`src/rtl/dma_cmd_pkg.sv`:
```
package dma_cmd_pkg;
  localparam int NSLOT = 7;
  localparam int PW    = 3;

  typedef enum logic [7:0] {
    OP_RESET      = 8'hC3,
    OP_RST_A_TIM  = 8'hC7,
    OP_RST_B_TIM  = 8'hCB,
    OP_LOAD       = 8'hCF,
    OP_CONT       = 8'hD3,
    OP_INT_OFF    = 8'hAF,
    OP_INT_ON     = 8'hAB,
    OP_INT_CLR    = 8'hA3,
    OP_INT_RETI   = 8'hB7,
    OP_RD_STAT    = 8'hBF,
    OP_REINIT_ST  = 8'h8B,
    OP_INIT_RD    = 8'hA7,
    OP_FORCE_RDY  = 8'hB3,
    OP_DMA_ON     = 8'h87,
    OP_DMA_OFF    = 8'h83,
    OP_MASK_NEXT  = 8'hBB
  } opcode_e;

  typedef struct packed {
    logic rst_all;
    logic rst_a;
    logic rst_b;
    logic load;
    logic cont;
    logic int_off;
    logic int_on;
    logic int_clr;
    logic int_reti;
    logic rd_stat;
    logic reinit_st;
    logic init_rd;
    logic force_rdy;
    logic dma_on;
    logic dma_off;
    logic mask_next;
  } cmd_t;

  function automatic logic [PW-1:0] first_sel(input logic [NSLOT-1:0] m);
    logic [PW-1:0] r;
    r = '0;
    for (int i = NSLOT-1; i >= 0; i--)
      if (m[i]) r = PW'(i);
    return r;
  endfunction

  function automatic logic [PW-1:0] next_sel(input logic [NSLOT-1:0] m,
                                             input logic [PW-1:0] p);
    logic [PW-1:0] r;
    int unsigned idx;
    r = p;
    for (int k = NSLOT-1; k >= 1; k--) begin
      idx = (int'(p) + k) % NSLOT;
      if (m[idx]) r = PW'(idx);
    end
    return r;
  endfunction
endpackage

```
`src/rtl/dma_cmd_decode.sv`:
```
module dma_cmd_decode
  import dma_cmd_pkg::*;
#(
  parameter int DW = 8
) (
  input  logic          en,
  input  logic [DW-1:0] code,
  output cmd_t          cmd
);
  always_comb begin
    cmd = '0;
    if (en) begin
      case (code)
        OP_RESET:     cmd.rst_all   = 1'b1;
        OP_RST_A_TIM: cmd.rst_a     = 1'b1;
        OP_RST_B_TIM: cmd.rst_b     = 1'b1;
        OP_LOAD:      cmd.load      = 1'b1;
        OP_CONT:      cmd.cont      = 1'b1;
        OP_INT_OFF:   cmd.int_off   = 1'b1;
        OP_INT_ON:    cmd.int_on    = 1'b1;
        OP_INT_CLR:   cmd.int_clr   = 1'b1;
        OP_INT_RETI:  cmd.int_reti  = 1'b1;
        OP_RD_STAT:   cmd.rd_stat   = 1'b1;
        OP_REINIT_ST: cmd.reinit_st = 1'b1;
        OP_INIT_RD:   cmd.init_rd   = 1'b1;
        OP_FORCE_RDY: cmd.force_rdy = 1'b1;
        OP_DMA_ON:    cmd.dma_on    = 1'b1;
        OP_DMA_OFF:   cmd.dma_off   = 1'b1;
        OP_MASK_NEXT: cmd.mask_next = 1'b1;
        default:      cmd = '0;
      endcase
    end
  end
endmodule

```
`src/rtl/dma_int_flags.sv`:
```
module dma_int_flags
  import dma_cmd_pkg::*;
(
  input  logic clk,
  input  logic rst_n,
  input  cmd_t cmd,
  input  logic int_req,
  input  logic int_ack,
  output logic int_en,
  output logic int_pend,
  output logic int_ius
);
  logic clr_all;
  assign clr_all = cmd.rst_all | cmd.int_clr;

  always_ff @(posedge clk) begin
    if (!rst_n) begin
      int_en   <= 1'b0;
      int_pend <= 1'b0;
      int_ius  <= 1'b0;
    end else begin
      if (clr_all || cmd.int_off)                  int_en <= 1'b0;
      else if (cmd.int_on || cmd.int_reti)         int_en <= 1'b1;

      if (clr_all)                                 int_pend <= 1'b0;
      else if (int_ack && int_pend)                int_pend <= 1'b0;
      else if (int_req && int_en)                  int_pend <= 1'b1;

      if (clr_all || cmd.int_reti)                 int_ius <= 1'b0;
      else if (int_ack && int_pend)                int_ius <= 1'b1;
    end
  end
endmodule

```
`src/rtl/dma_rb_seq.sv`:
```
module dma_rb_seq
  import dma_cmd_pkg::*;
#(
  parameter int DW = 8
) (
  input  logic                      clk,
  input  logic                      rst_n,
  input  cmd_t                      cmd,
  input  logic                      mask_load,
  input  logic [DW-1:0]             mask_val,
  input  logic                      pop,
  input  logic [NSLOT-1:0][DW-1:0]  slots,
  output logic [DW-1:0]             rd_byte
);
  logic [NSLOT-1:0] mask_q;
  logic [PW-1:0]    ptr_q;
  logic             force_q;

  always_ff @(posedge clk) begin
    if (!rst_n || cmd.rst_all) begin
      mask_q  <= '1;
      ptr_q   <= '0;
      force_q <= 1'b0;
    end else begin
      if (mask_load) begin
        mask_q <= mask_val[NSLOT-1:0];
        ptr_q  <= first_sel(mask_val[NSLOT-1:0]);
      end else if (cmd.init_rd) begin
        ptr_q  <= first_sel(mask_q);
      end else if (pop && !force_q && (mask_q != '0)) begin
        ptr_q  <= next_sel(mask_q, ptr_q);
      end

      if (cmd.rd_stat)  force_q <= 1'b1;
      else if (pop)     force_q <= 1'b0;
    end
  end

  assign rd_byte = (force_q || mask_q == '0) ? slots[0] : slots[ptr_q];
endmodule

```
`src/rtl/dma_cmd_seq.sv`:
```
module dma_cmd_seq
  import dma_cmd_pkg::*;
#(
  parameter int DW = 8,
  parameter int CW = 16
) (
  input  logic          clk,
  input  logic          rst_n,
  input  logic          cmd_valid,
  output logic          cmd_ready,
  input  logic [DW-1:0] cmd_data,
  output logic          rb_valid,
  input  logic          rb_ready,
  output logic [DW-1:0] rb_data,
  input  logic [DW-1:0] status_in,
  input  logic [CW-1:0] byte_cnt,
  input  logic [CW-1:0] addr_a,
  input  logic [CW-1:0] addr_b,
  input  logic          int_req,
  input  logic          int_ack,
  output logic          dma_en,
  output logic          int_en,
  output logic          int_pend,
  output logic          int_ius,
  output logic          load_stb,
  output logic          cont_stb,
  output logic          force_rdy_stb,
  output logic          rst_a_tim_stb,
  output logic          rst_b_tim_stb
);
  logic                     live_q;
  logic                     mask_wait;
  logic                     take;
  logic [DW-1:0]            stat_q;
  cmd_t                     cmd;
  logic [NSLOT-1:0][DW-1:0] slots;

  assign cmd_ready = live_q;
  assign rb_valid  = live_q;
  assign take      = cmd_valid && cmd_ready;

  dma_cmd_decode #(.DW(DW)) u_dec (
    .en   (take && !mask_wait),
    .code (cmd_data),
    .cmd  (cmd)
  );

  always_ff @(posedge clk) begin
    if (!rst_n) begin
      live_q        <= 1'b0;
      mask_wait     <= 1'b0;
      stat_q        <= '0;
      dma_en        <= 1'b0;
      load_stb      <= 1'b0;
      cont_stb      <= 1'b0;
      force_rdy_stb <= 1'b0;
      rst_a_tim_stb <= 1'b0;
      rst_b_tim_stb <= 1'b0;
    end else begin
      live_q <= 1'b1;
      if (cmd.rst_all)        mask_wait <= 1'b0;
      else if (cmd.mask_next) mask_wait <= 1'b1;
      else if (take)          mask_wait <= 1'b0;
      if (cmd.reinit_st) stat_q <= status_in;
      if (cmd.rst_all || cmd.dma_off) dma_en <= 1'b0;
      else if (cmd.dma_on)            dma_en <= 1'b1;
      load_stb      <= cmd.load;
      cont_stb      <= cmd.cont;
      force_rdy_stb <= cmd.force_rdy;
      rst_a_tim_stb <= cmd.rst_a;
      rst_b_tim_stb <= cmd.rst_b;
    end
  end

  localparam int HB = CW / 2;
  always_comb begin
    slots[0] = stat_q;
    slots[1] = DW'(byte_cnt[HB-1:0]);
    slots[2] = DW'(byte_cnt[CW-1:HB]);
    slots[3] = DW'(addr_a[HB-1:0]);
    slots[4] = DW'(addr_a[CW-1:HB]);
    slots[5] = DW'(addr_b[HB-1:0]);
    slots[6] = DW'(addr_b[CW-1:HB]);
  end

  dma_int_flags u_int (
    .clk      (clk),
    .rst_n    (rst_n),
    .cmd      (cmd),
    .int_req  (int_req),
    .int_ack  (int_ack),
    .int_en   (int_en),
    .int_pend (int_pend),
    .int_ius  (int_ius)
  );

  dma_rb_seq #(.DW(DW)) u_rb (
    .clk       (clk),
    .rst_n     (rst_n),
    .cmd       (cmd),
    .mask_load (take && mask_wait),
    .mask_val  (cmd_data),
    .pop       (rb_valid && rb_ready),
    .slots     (slots),
    .rd_byte   (rb_data)
  );
endmodule

```
`config.mk`:
```
export PLATFORM = sky130hd
export DESIGN_NAME = dma_cmd_seq
export DESIGN_NICKNAME = d
export VERILOG_FILES = /design/src/rtl/dma_cmd_pkg.sv /design/src/rtl/dma_cmd_decode.sv /design/src/rtl/dma_int_flags.sv /design/src/rtl/dma_rb_seq.sv /design/src/rtl/dma_cmd_seq.sv
export SDC_FILE = /design/constraint.sdc
export NUM_CORES = 1
export LEC_CHECK = 0
export CORE_ASPECT_RATIO = 0.75
export CORE_UTILIZATION = 50
export DETAILED_ROUTE_END_ITERATION = 6
export PLACE_DENSITY = 0.82
export SLEW_MARGIN = 20
export SYNTH_ARGS = -nofsm -noshare
export SYNTH_HDL_FRONTEND = slang
export SYNTH_SLANG_ARGS = --single-unit
```
`constraint.sdc`:
```
create_clock -name clk -period 5.4 [get_ports clk]
set_input_delay 1.35 -clock clk [delete_from_list [all_inputs] [get_ports clk]]
set_output_delay 1.35 -clock clk [all_outputs]
set_load 0.01 [all_outputs]
```
==> results.md, run 1 <==
- Vias in the first global route: around 3,500
- Pwr per Cell Area: around 150 nW/um2
- Initial antenna violation count: 0
- Hold Buf Count CTS: 0
- Skew-Pair Late Insertion Delay: slightly below 0.3 ns
- Max reg flops: 8
- Nets: between 600 and 700
- Synth Flop Type: dfxtp_1
- Num CTS Buffers: 5
- Min-Delay Path Depth: 2
- Via count: 3,858
- Final setup skew: 0.00181 ns
- Clock network power share: 27.4%
- Max incr delay on CP: roughly 0.48 ns
- Critical Path Start: addr_a[11]
- Post-cts sizing count: 0
- Post-layout min period: 4.44 ns
- Leak Pwr: around 1.8 nW
- # rows: 26
- EDFF count, synth: 0
- Setup Buffers After CTS: 0
- Rel. slew slack: between 50% and 60%
- Synth top area share: around 17%
- Post-route ant nets: 0
- Mean post-synth cell area: just under 8 um2
- Place WS: roughly 0.96 ns
- Initial drt markers: ~260
- Worst hold path class: reg -> reg
- Crit Path Category: in -> out
- WP data arrival: 3.09 ns
- Maxcap violations: 0
- Reg with most FFs: stat_q
- DP HPWL: between 8000 and 9000 um
- Sequential share of power: between 30% and 40%
- Cells along the critical path: clkdlybuf4s50_1 > mux2_2 > a221o_1 > o211ai_1 > o21ai_0 > clkdlybuf4s50_1
- CP endpoint kind: primary output
- Max Slew Vio Count: 0
- Core area: between 6000 and 7000 um2
- Critical path's most frequent cell: clkdlybuf4s50_1
- GRT overflow: 0
- Final Hold Fails: 0
- Crit path to: rb_data[3]
- Final wirelength: approximately 11,000 um
- CTS tree: yes
- Synth top area cells: dfxtp_1 (17%), mux4_2 (6.8%), mux2i_1 (6.6%), ha_1 (6.6%), nand2_1 (4.4%)
- Startpoint types: input pin
- Die area: 7580 um2
- Worst slew pin tran: around 0.68 ns
- Syn Nets: between 500 and 600
- Synth Instances: approximately 460
- GRT Util Overall: between 20% and 30%
- CP max FO: 1
- Final-report setup violation count: 0
- # DRC: 0
- Biggest regs: stat_q (8), u_rb.mask_q (7), u_rb.ptr_q (3)
- Buf/Inv on CP: 2
- Longest Clk Path Bufs: 2
- Final std cells w/o fill: about 630
- Fmax: between 0.2 and 0.25 GHz
- R2r setup slk: 1.05 ns
- Layout cells sized above 1: under 10%
- Net Sw Frac: about a third
- Number of port buffers: just under 90
- Total power: around 0.00070 W
- Pin count of the biggest net entering global routing: 32
- Antenna cells: 0
- RSZ-0062 raised after global routing: false
- Syn-to-layout area delta: 28.3%
- Tcrit/Tclk final: between 80% and 90%
- Clock-pin slew on the worst setup and hold paths: 0.07 ns
- CTS H-tree lvls: 2
- Final WS setup: between 0.9 and 1 ns
- Crit path max-delay family: buffers and inverters
- FF-to-FF Start: u_rb.ptr_q[0]
- Reg-to-reg critical path endpoint: u_rb.ptr_q[1]
- Mapped Area: about 3600 um2
- Critical Path RT: just over 4 ns
- R2R depth: 16
- Post-layout util: about two thirds
- Gate power share: 39.8%
- Fin Setup TNS: 0 ns
- Cell total after placement: between 600 and 700
- Initial Util: between 50% and 60%
- Total clock sinks: 30
- Vias per inst: ~6
- Synthesized flop and latch total: 30
- Post-synth top area cell: dfxtp_1
- Cell internal pwr: about 0.00047 W
- GP Congestion: 0.914
- Yosys warning count: 0
- Post-synth ARST share: 0%
- Switching power: about 0.00023 W
- Synth unique cells: 70
- Avg WL per Cell: 17.3 um
- Worst path depth: 6
- VDD IR-drop max: around 0.13 mV
- Root Driver: clkbuf_8
- TritonRoute pass-1 iters: 5
- Outcome: finished, final reports clean
- Slowest CP cell: clkdlybuf4s50_1
- Width of the chip: between 100 and 150 um
- Height of the die: about 76 um
- First-pass GRT wire length: roughly 17,000 um
- Sequential share of the synthesized area: between 10% and 20%
- Io pins: 89
cell usage in the layout (no fill, tap or decap), types with 3 or more instances in the layout:
cell / count
mux2_2: 11
nand2_1: 42
clkbuf_8: 6
o21ai_1: 3
inv_1: 22
dfxtp_1: 30
a221o_1: 10
buf_4: 8
a211oi_1: 7
a31oi_1: 4
nand2b_1: 8
a21o_1: 8
mux2i_1: 24
and2_1: 6
o211ai_1: 17
nor2b_1: 11
a211o_1: 3
o311ai_0: 3
nor3_1: 15
clkdlybuf4s50_1: 88
nand4_1: 3
xnor2_1: 11
nand3_1: 19
mux4_2: 11
nor3b_1: 6
ha_1: 19
o21ai_0: 24
a21oi_1: 21
and3_1: 3
nor2_1: 34
o31ai_1: 5
kinds of logic (layout without fill, tap and decap cells):
group | after synthesis | in the layout | share of synthesized area [%]
AND/OR/NAND/NOR | 161 | 161 | 22.5
buffers and inverters | 56 | 129 | 6.36
AO/OA/AOI/OAI | 132 | 132 | 27.6
XOR/XNOR | 12 | 12 | 3.11
flip-flops | 30 | 30 | 16.6
multiplexers | 47 | 47 | 17.2
adder cells (fa/ha/maj) | 19 | 19 | 6.57
area by class of cell:
cell class	instances	area (um2)
Timing Repair Buffer	96	941
Fill cell	614	2250
Clock buffer	6	82.6
Sequential cell	30	601
Inverter	25	96.3
Tap cell	98	123
Multi-Input combinational cell	371	2790
Clock inverter	2	12.5
worst reg2reg max path, cell delays in order (launching register included):
cell,delay (ns)
dfxtp_1,0.76
clkinv_1,0.22
ha_1,0.39
buf_4,0.23
inv_1,0.24
ha_1,0.21
ha_1,0.27
nor2_1,0.10
nor3_1,0.29
o221ai_2,0.25
xnor2_1,0.17
a211o_1,0.35
nand2_1,0.11
nand2_1,0.06
a21o_1,0.19
a31o_1,0.22
o31ai_1,0.21
power groups by stage:
stage | Clock, W | Combinational [W] | Sequential (W)
2_1_floorplan | 0 | 0.000176 | 0.000231
3_3_place_gp | 0 | 0.000268 | 0.000235
3_5_place_dp | 0 | 0.000274 | 0.000235
4_1_cts | 0.000195 | 0.000276 | 0.000230
5_1_grt | 0.000204 | 0.000302 | 0.000231
6_report | 0.000192 | 0.000279 | 0.000230
synthesized netlist by cell type, drive strengths merged, types with 2 or more instances:
cell	instances
a211o	3
a211oi	7
a21boi	3
a21o	8
a21oi	21
a221o	10
a2bb2oi	2
a31oi	4
and2	6
and3	3
buf	18
clkbuf	13
dfxtp	30
ha	19
inv	24
mux2	12
mux2i	24
mux4	11
nand2	42
nand2b	8
nand3	19
nand3b	2
nand4	3
nand4b	2
nand4bb	2
nor2	34
nor2b	11
nor3	15
nor3b	6
nor4	2
o211ai	17
o21ai	28
o221ai	2
o2bb2ai	2
o311ai	4
o31ai	7
or3	2
xnor2	12
routing by layer:
layer	global-route usage, %	up-vias	part of all wire (%)
met5	0	-	0
met4	4.51	0	1.0
met3	6.79	15	9.6
met2	47.0	179	44
met1	40.0	1808	46
li1	-	1856	-
metrics by stage:
stage,cell area [um2],hold WS [ns]
floorplan,3620,0.455
global placement,4550,0.487
detailed placement,4550,0.491
CTS,4640,0.500
global route,4640,0.548
finish,4640,0.504
worst min path at each step:
stage	startpoint	end	slack (ns)
after detailed placement	dma_en	dma_en	0.49
after global routing	dma_en	dma_en	0.55
after CTS	dma_en	dma_en	0.50
after global placement	dma_en	dma_en	0.49
final	dma_en	dma_en	0.50
after floorplan	u_rb.force_q	u_rb.force_q	0.46
Note: power is estimated with default switching activity, not from simulation.
==> run 2: changes to the inputs <==
clock period = 4.6 ns   (was 5.4 ns; I/O delays follow)
==> results.md, run 2 (synthesized netlist as in run 1, its figures left out) <==
- WP data arrival: about 4.3 ns
- Max Slew Vio Count: 0
- First-pass GRT wire length: approximately 18,000 um
- Nets: 619
- Final setup skew: roughly 0.0044 ns
- Pin count of the biggest net entering global routing: 39
- Post-layout min period: about 4.1 ns
- GRT overflow: 0
- Number of port buffers: 88
- Fin Setup TNS: 0 ns
- Final wirelength: 11,300 um
- Final-report setup violation count: 0
- Leak Pwr: about 1.8 nW
- GP Congestion: a little under 0.9
- Longest Clk Path Bufs: 2
- # DRC: 0
- Critical Path RT: ~4.8 ns
- Most common cell after layout, fill and taps aside: clkdlybuf4s50_1
- GRT Util Overall: between 30 and 40%
- Startpoint types: flop
- Commonest non-fill, non-tap cells in the layout: clkdlybuf4s50_1 (88), nand2_1 (42), nor2_1 (34), dfxtp_1 (30)
- Io pins: 89
- Hold Buf Count CTS: 0
- Antenna cells: 0
- Root Driver: clkbuf_8
- Rel. slew slack: just over 50%
- Max incr delay on CP: ~0.80 ns
- CP max FO: 16
- Syn-to-layout area delta: 29.9%
- DP HPWL: approximately 8600 um
- Vias per inst: slightly above 6
- RSZ-0062 raised after global routing: false
- Avg WL per Cell: ~18 um
- Initial drt markers: 351
- Cells along the critical path: inv_1 > buf_4 > ha_1 > and2_1 > o221ai_2 > mux2_1 > a221o_1 > a21boi_2 > nand3_1 > o32ai_4 > nand4b_1 > a31oi_1
- Max reg flops: 8
- Layout cells sized above 1: 9.98%
- Via count: 3,914
- Initial Util: roughly 52%
- Slowest CP cell: dfxtp_1
- Vias in the first global route: 3,616
- # rows: 26
- CTS H-tree lvls: 2
- Biggest regs: stat_q (8), u_rb.mask_q (7), u_rb.ptr_q (3)
- Width of the chip: between 100 and 150 um
- Maxcap violations: 0
- Setup Buffers After CTS: 0
- TritonRoute pass-1 iters: 5
- Worst hold path class: reg -> reg
- Initial antenna violation count: 0
- Worst slew pin tran: 0.742 ns
- Tcrit/Tclk final: approximately nine tenths
- Crit Path Category: reg -> reg
- Fillers: a little under 600
- Die area: 7580 um2
- Post-cts sizing count: 0
- CTS tree: yes
- Clock-pin slew on the worst setup and hold paths: about 0.07 ns
- Core area: slightly below 7000 um2
- Final Hold Fails: 0
- Post-route ant nets: 0
- VDD IR-drop max: 0.170 mV
- CP endpoint kind: flop
- Total clock sinks: 30
- Pwr per Cell Area: 199 nW/um2
- Final WS setup: between 0.4 and 0.5 ns
- Height of the die: ~76 um
- Num CTS Buffers: 5
- Reg with most FFs: stat_q
- Skew-Pair Late Insertion Delay: 0.28 ns
- Place WS: a little under 0.6 ns
- Fmax: 0.242 GHz
- Outcome: finished, final reports clean
[run 2: cell types whose count changed in the layout (fill, tap and decap cells not counted), sizes merged]
cell / change
buf: +1
clkinv: -1
clkinvlp: -1
bufinv: +2
[run 2: worst max-delay path: cells and delay by family, from the launching register on]
family | cells | cell delay (ns)
AOI/OAI and AO/OA | 5 | 1.41
adders and majority gates | 1 | 0.38
buffers and inverters | 2 | 0.51
DFF | 1 | 0.80
muxes | 1 | 0.36
and+or+nand+nor | 3 | 0.54
[run 2: per-stage QoR]
step / utilization, % / std cells / hold slack (ns) / instance area (um2) / power, W
final: 68.1 / 629 / 0.500 / 4700 / 0.000937
after detailed placement: 66.0 / 621 / 0.488 / 4550 / 0.000598
after global placement: 66.0 / 621 / 0.485 / 4550 / 0.000590
after global routing: 68.1 / 629 / 0.547 / 4700 / 0.000978
after CTS: 68.1 / 629 / 0.500 / 4700 / 0.000934
after floorplan: - / 457 / 0.455 / 3620 / 0.000477
[run 2: power by group]
group	internal (W)	leakage [nW]	total [W]	switching (W)
combinational	0.000168	1.48	0.000334	0.000166
clock	0.000231	0.0714	0.000338	0.000107
sequential	0.000262	0.242	0.000265	0.00000332
[run 2: final cells by class]
cell class              instances  area [um2]  share of cell area (%)
clock buffers                   6        82.6                    1.76
clock inverters                 2        60.1                    1.28
inverters                      25        96.3                    2.05
multi-input cells             371        2790                    59.3
flip-flops and latches         30         601                    12.8
well taps                      98         123                    2.61
repair buffers                 97         948                    20.2
[run 2: routing by layer]
| metal | vias to the layer above | share of wire, % | GRT usage (%) |
|---|---|---|---|
| li1 | 1866 | - | - |
| met1 | 1843 | 44 | 40.2 |
| met2 | 196 | 47 | 51.1 |
| met3 | 9 | 9.1 | 6.79 |
| met4 | 0 | 0.52 | 5.96 |
| met5 | - | 0 | 0 |
[run 2: worst paths after layout]
path | from | to | slack [ns] | cells after the start
worst max-delay path | u_rb.ptr_q[2] | u_rb.ptr_q[2] | 0.46 | 12
worst min-delay path | dma_en | dma_en | 0.50 | 2
worst max register to register | u_rb.ptr_q[2] | u_rb.ptr_q[2] | 0.46 | 12
worst min register to register | dma_en | dma_en | 0.50 | 2
==> run 3: changes to the inputs <==
CORE_MARGIN = 2   (was not set)
==> results.md, run 3 (synthesized netlist as in run 1, its figures left out) <==
- Vias per inst: ~6.2
- Skew-Pair Late Insertion Delay: just under 0.3 ns
- CP endpoint kind: primary output
- Leak Pwr: 1.81 nW
- # rows: 26
- Height of the die: 77.7 um
- Worst slew pin tran: 0.724 ns
- Num CTS Buffers: 5
- Longest Clk Path Bufs: 2
- Post-route ant nets: 0
- Cells along the critical path: clkdlybuf4s50_1 > mux2_2 > a221o_1 > o211ai_1 > o21ai_0 > clkdlybuf4s50_1
- Final Hold Fails: 0
- Vias in the first global route: between 3,000 and 4,000
- Initial antenna violation count: 0
- Buf/Inv on CP: 2
- Number of port buffers: slightly below 90
- Pwr per Cell Area: just under 200 nW/um2
- Fin area: roughly 4700 um2
- FF-to-FF Start: u_rb.ptr_q[2]
- Pin count of the biggest net entering global routing: 33
- CP max FO: 1
- Post-cts sizing count: 0
- Max reg flops: 8
- VDD IR-drop max: 0.171 mV
- Final setup skew: ~0.0063 ns
- DP HPWL: slightly below 9000 um
- Post-layout min period: roughly 4 ns
- Avg WL per Cell: approximately 18 um
- Most common cell after layout, fill and taps aside: clkdlybuf4s50_1
- Nets: ~620
- GRT overflow: 0
- Width of the chip: about 100 um
- Worst hold path class: reg -> reg
- Fmax: approximately 0.25 GHz
- Critical path's most frequent cell: clkdlybuf4s50_1
- # DRC: 0
- Setup Buffers After CTS: 0
- Die area: 7940 um2
- Commonest non-fill, non-tap cells in the layout: clkdlybuf4s50_1 (88), nand2_1 (42), nor2_1 (34), dfxtp_1 (30)
- TritonRoute pass-1 iters: 5
- Crit Path Category: in -> out
- R2r setup slk: just under 0.6 ns
- Via count: about 4,000
- Total clock sinks: 30
- RSZ-0062 raised after global routing: false
- Final wirelength: approximately 12,000 um
- R2R depth: 13
- GRT Util Overall: between 20% and 30%
- Crit path max-delay family: buffers and inverters
- Maxcap violations: 0
- GP Congestion: 0.910
- Rel. slew slack: just over 50%
- Flip-flop and latch area: ~600 um2
- Root Driver: clkbuf_8
- Hold Path Origin: u_int.int_ius
- DP Area: about 4600 um2
- Fillers: a little under 600
- CTS tree: yes
- CTS H-tree lvls: 2
- Initial drt markers: between 300 and 400
- First-pass GRT wire length: about 18,000 um
- Final-report setup violation count: 0
- Syn-to-layout area delta: 30.5%
- Max Slew Vio Count: 0
- Fin Setup TNS: 0 ns
- Min-Delay Path Depth: 2
- Outcome: finished, final reports clean
- Io pins: roughly 90
- Biggest regs: stat_q (8), u_rb.mask_q (7), u_rb.ptr_q (3)
- Core area: around 6900 um2
- Slowest CP cell: clkdlybuf4s50_1
- Antenna cells: 0
- Startpoint types: input pin
- Hold Buf Count CTS: 0
- Layout cells sized above 1: a little over a tenth
- Clock-pin slew on the worst setup and hold paths: around 0.060 ns
- Critical Path RT: 3.45 ns
- Reg-to-reg critical path endpoint: u_rb.ptr_q[0]
- Hold endpoint: u_int.int_ius
- Footprint of the multi-input gates: 2790 um2
- Max incr delay on CP: roughly 0.5 ns
- WP data arrival: around 2.9 ns
- Tcrit/Tclk final: slightly below 90%
- Initial Util: 52.4%
- Reg with most FFs: stat_q
## run 3: tightest hold or removal path, cell delays in order, from the launching register on
cell,delay [ns]
dfxtp_1,0.31
a21oi_1,0.11
nor3_1,0.06
## run 3: power breakdown
part	internal (W)	switching (W)
logic	0.000170	0.000167
clock network	0.000231	0.000106
registers	0.000262	0.00000314
total	0.000662	0.000276
## run 3: stage by stage
step / std cells / setup slack, ns / util, % / hold WS [ns] / power [W]
after floorplan: 457 / 0.251 / - / 0.455 / 0.000477
after global placement: 624 / 0.585 / 66.4 / 0.483 / 0.000592
after detailed placement: 624 / 0.575 / 66.4 / 0.499 / 0.000601
after CTS: 632 / 0.556 / 68.4 / 0.528 / 0.000935
after global routing: 632 / 0.269 / 68.4 / 0.581 / 0.000977
final: 632 / 0.561 / 68.4 / 0.525 / 0.000939
## run 3: final cells by class
cell class,count,area share (%)
clock buffer,6,1.75
multi-input combinational,371,59.0
clock inverter,2,1.27
sequential,30,12.7
tap,98,2.60
inverter,25,2.04
timing repair buffer,100,20.6
## run 3: per-layer routing
layer  share of wire, %  wire length [um]  vias up  GRT usage, %
li1                   -                 -     1856             -
met1                 43              4970     1849          39.9
met2                 45              5220      218          46.0
met3                 11              1240       20          6.22
met4                1.3               150        0          4.67
met5                  0                 0        -             0
## run 3: worst max-delay path by stage
stage             startpoint       endpoint  slack (ns)  depth (start not counted)
2_1_floorplan  u_rb.ptr_q[1]  u_rb.ptr_q[1]        0.25                         18
3_3_place_gp      addr_a[11]     rb_data[3]        0.59                          6
3_5_place_dp      addr_a[11]     rb_data[3]        0.58                          6
4_1_cts            addr_a[9]     rb_data[1]        0.56                          6
5_1_grt        u_rb.ptr_q[2]  u_rb.ptr_q[0]        0.27                         15
6_report           addr_b[9]     rb_data[1]        0.56                          6
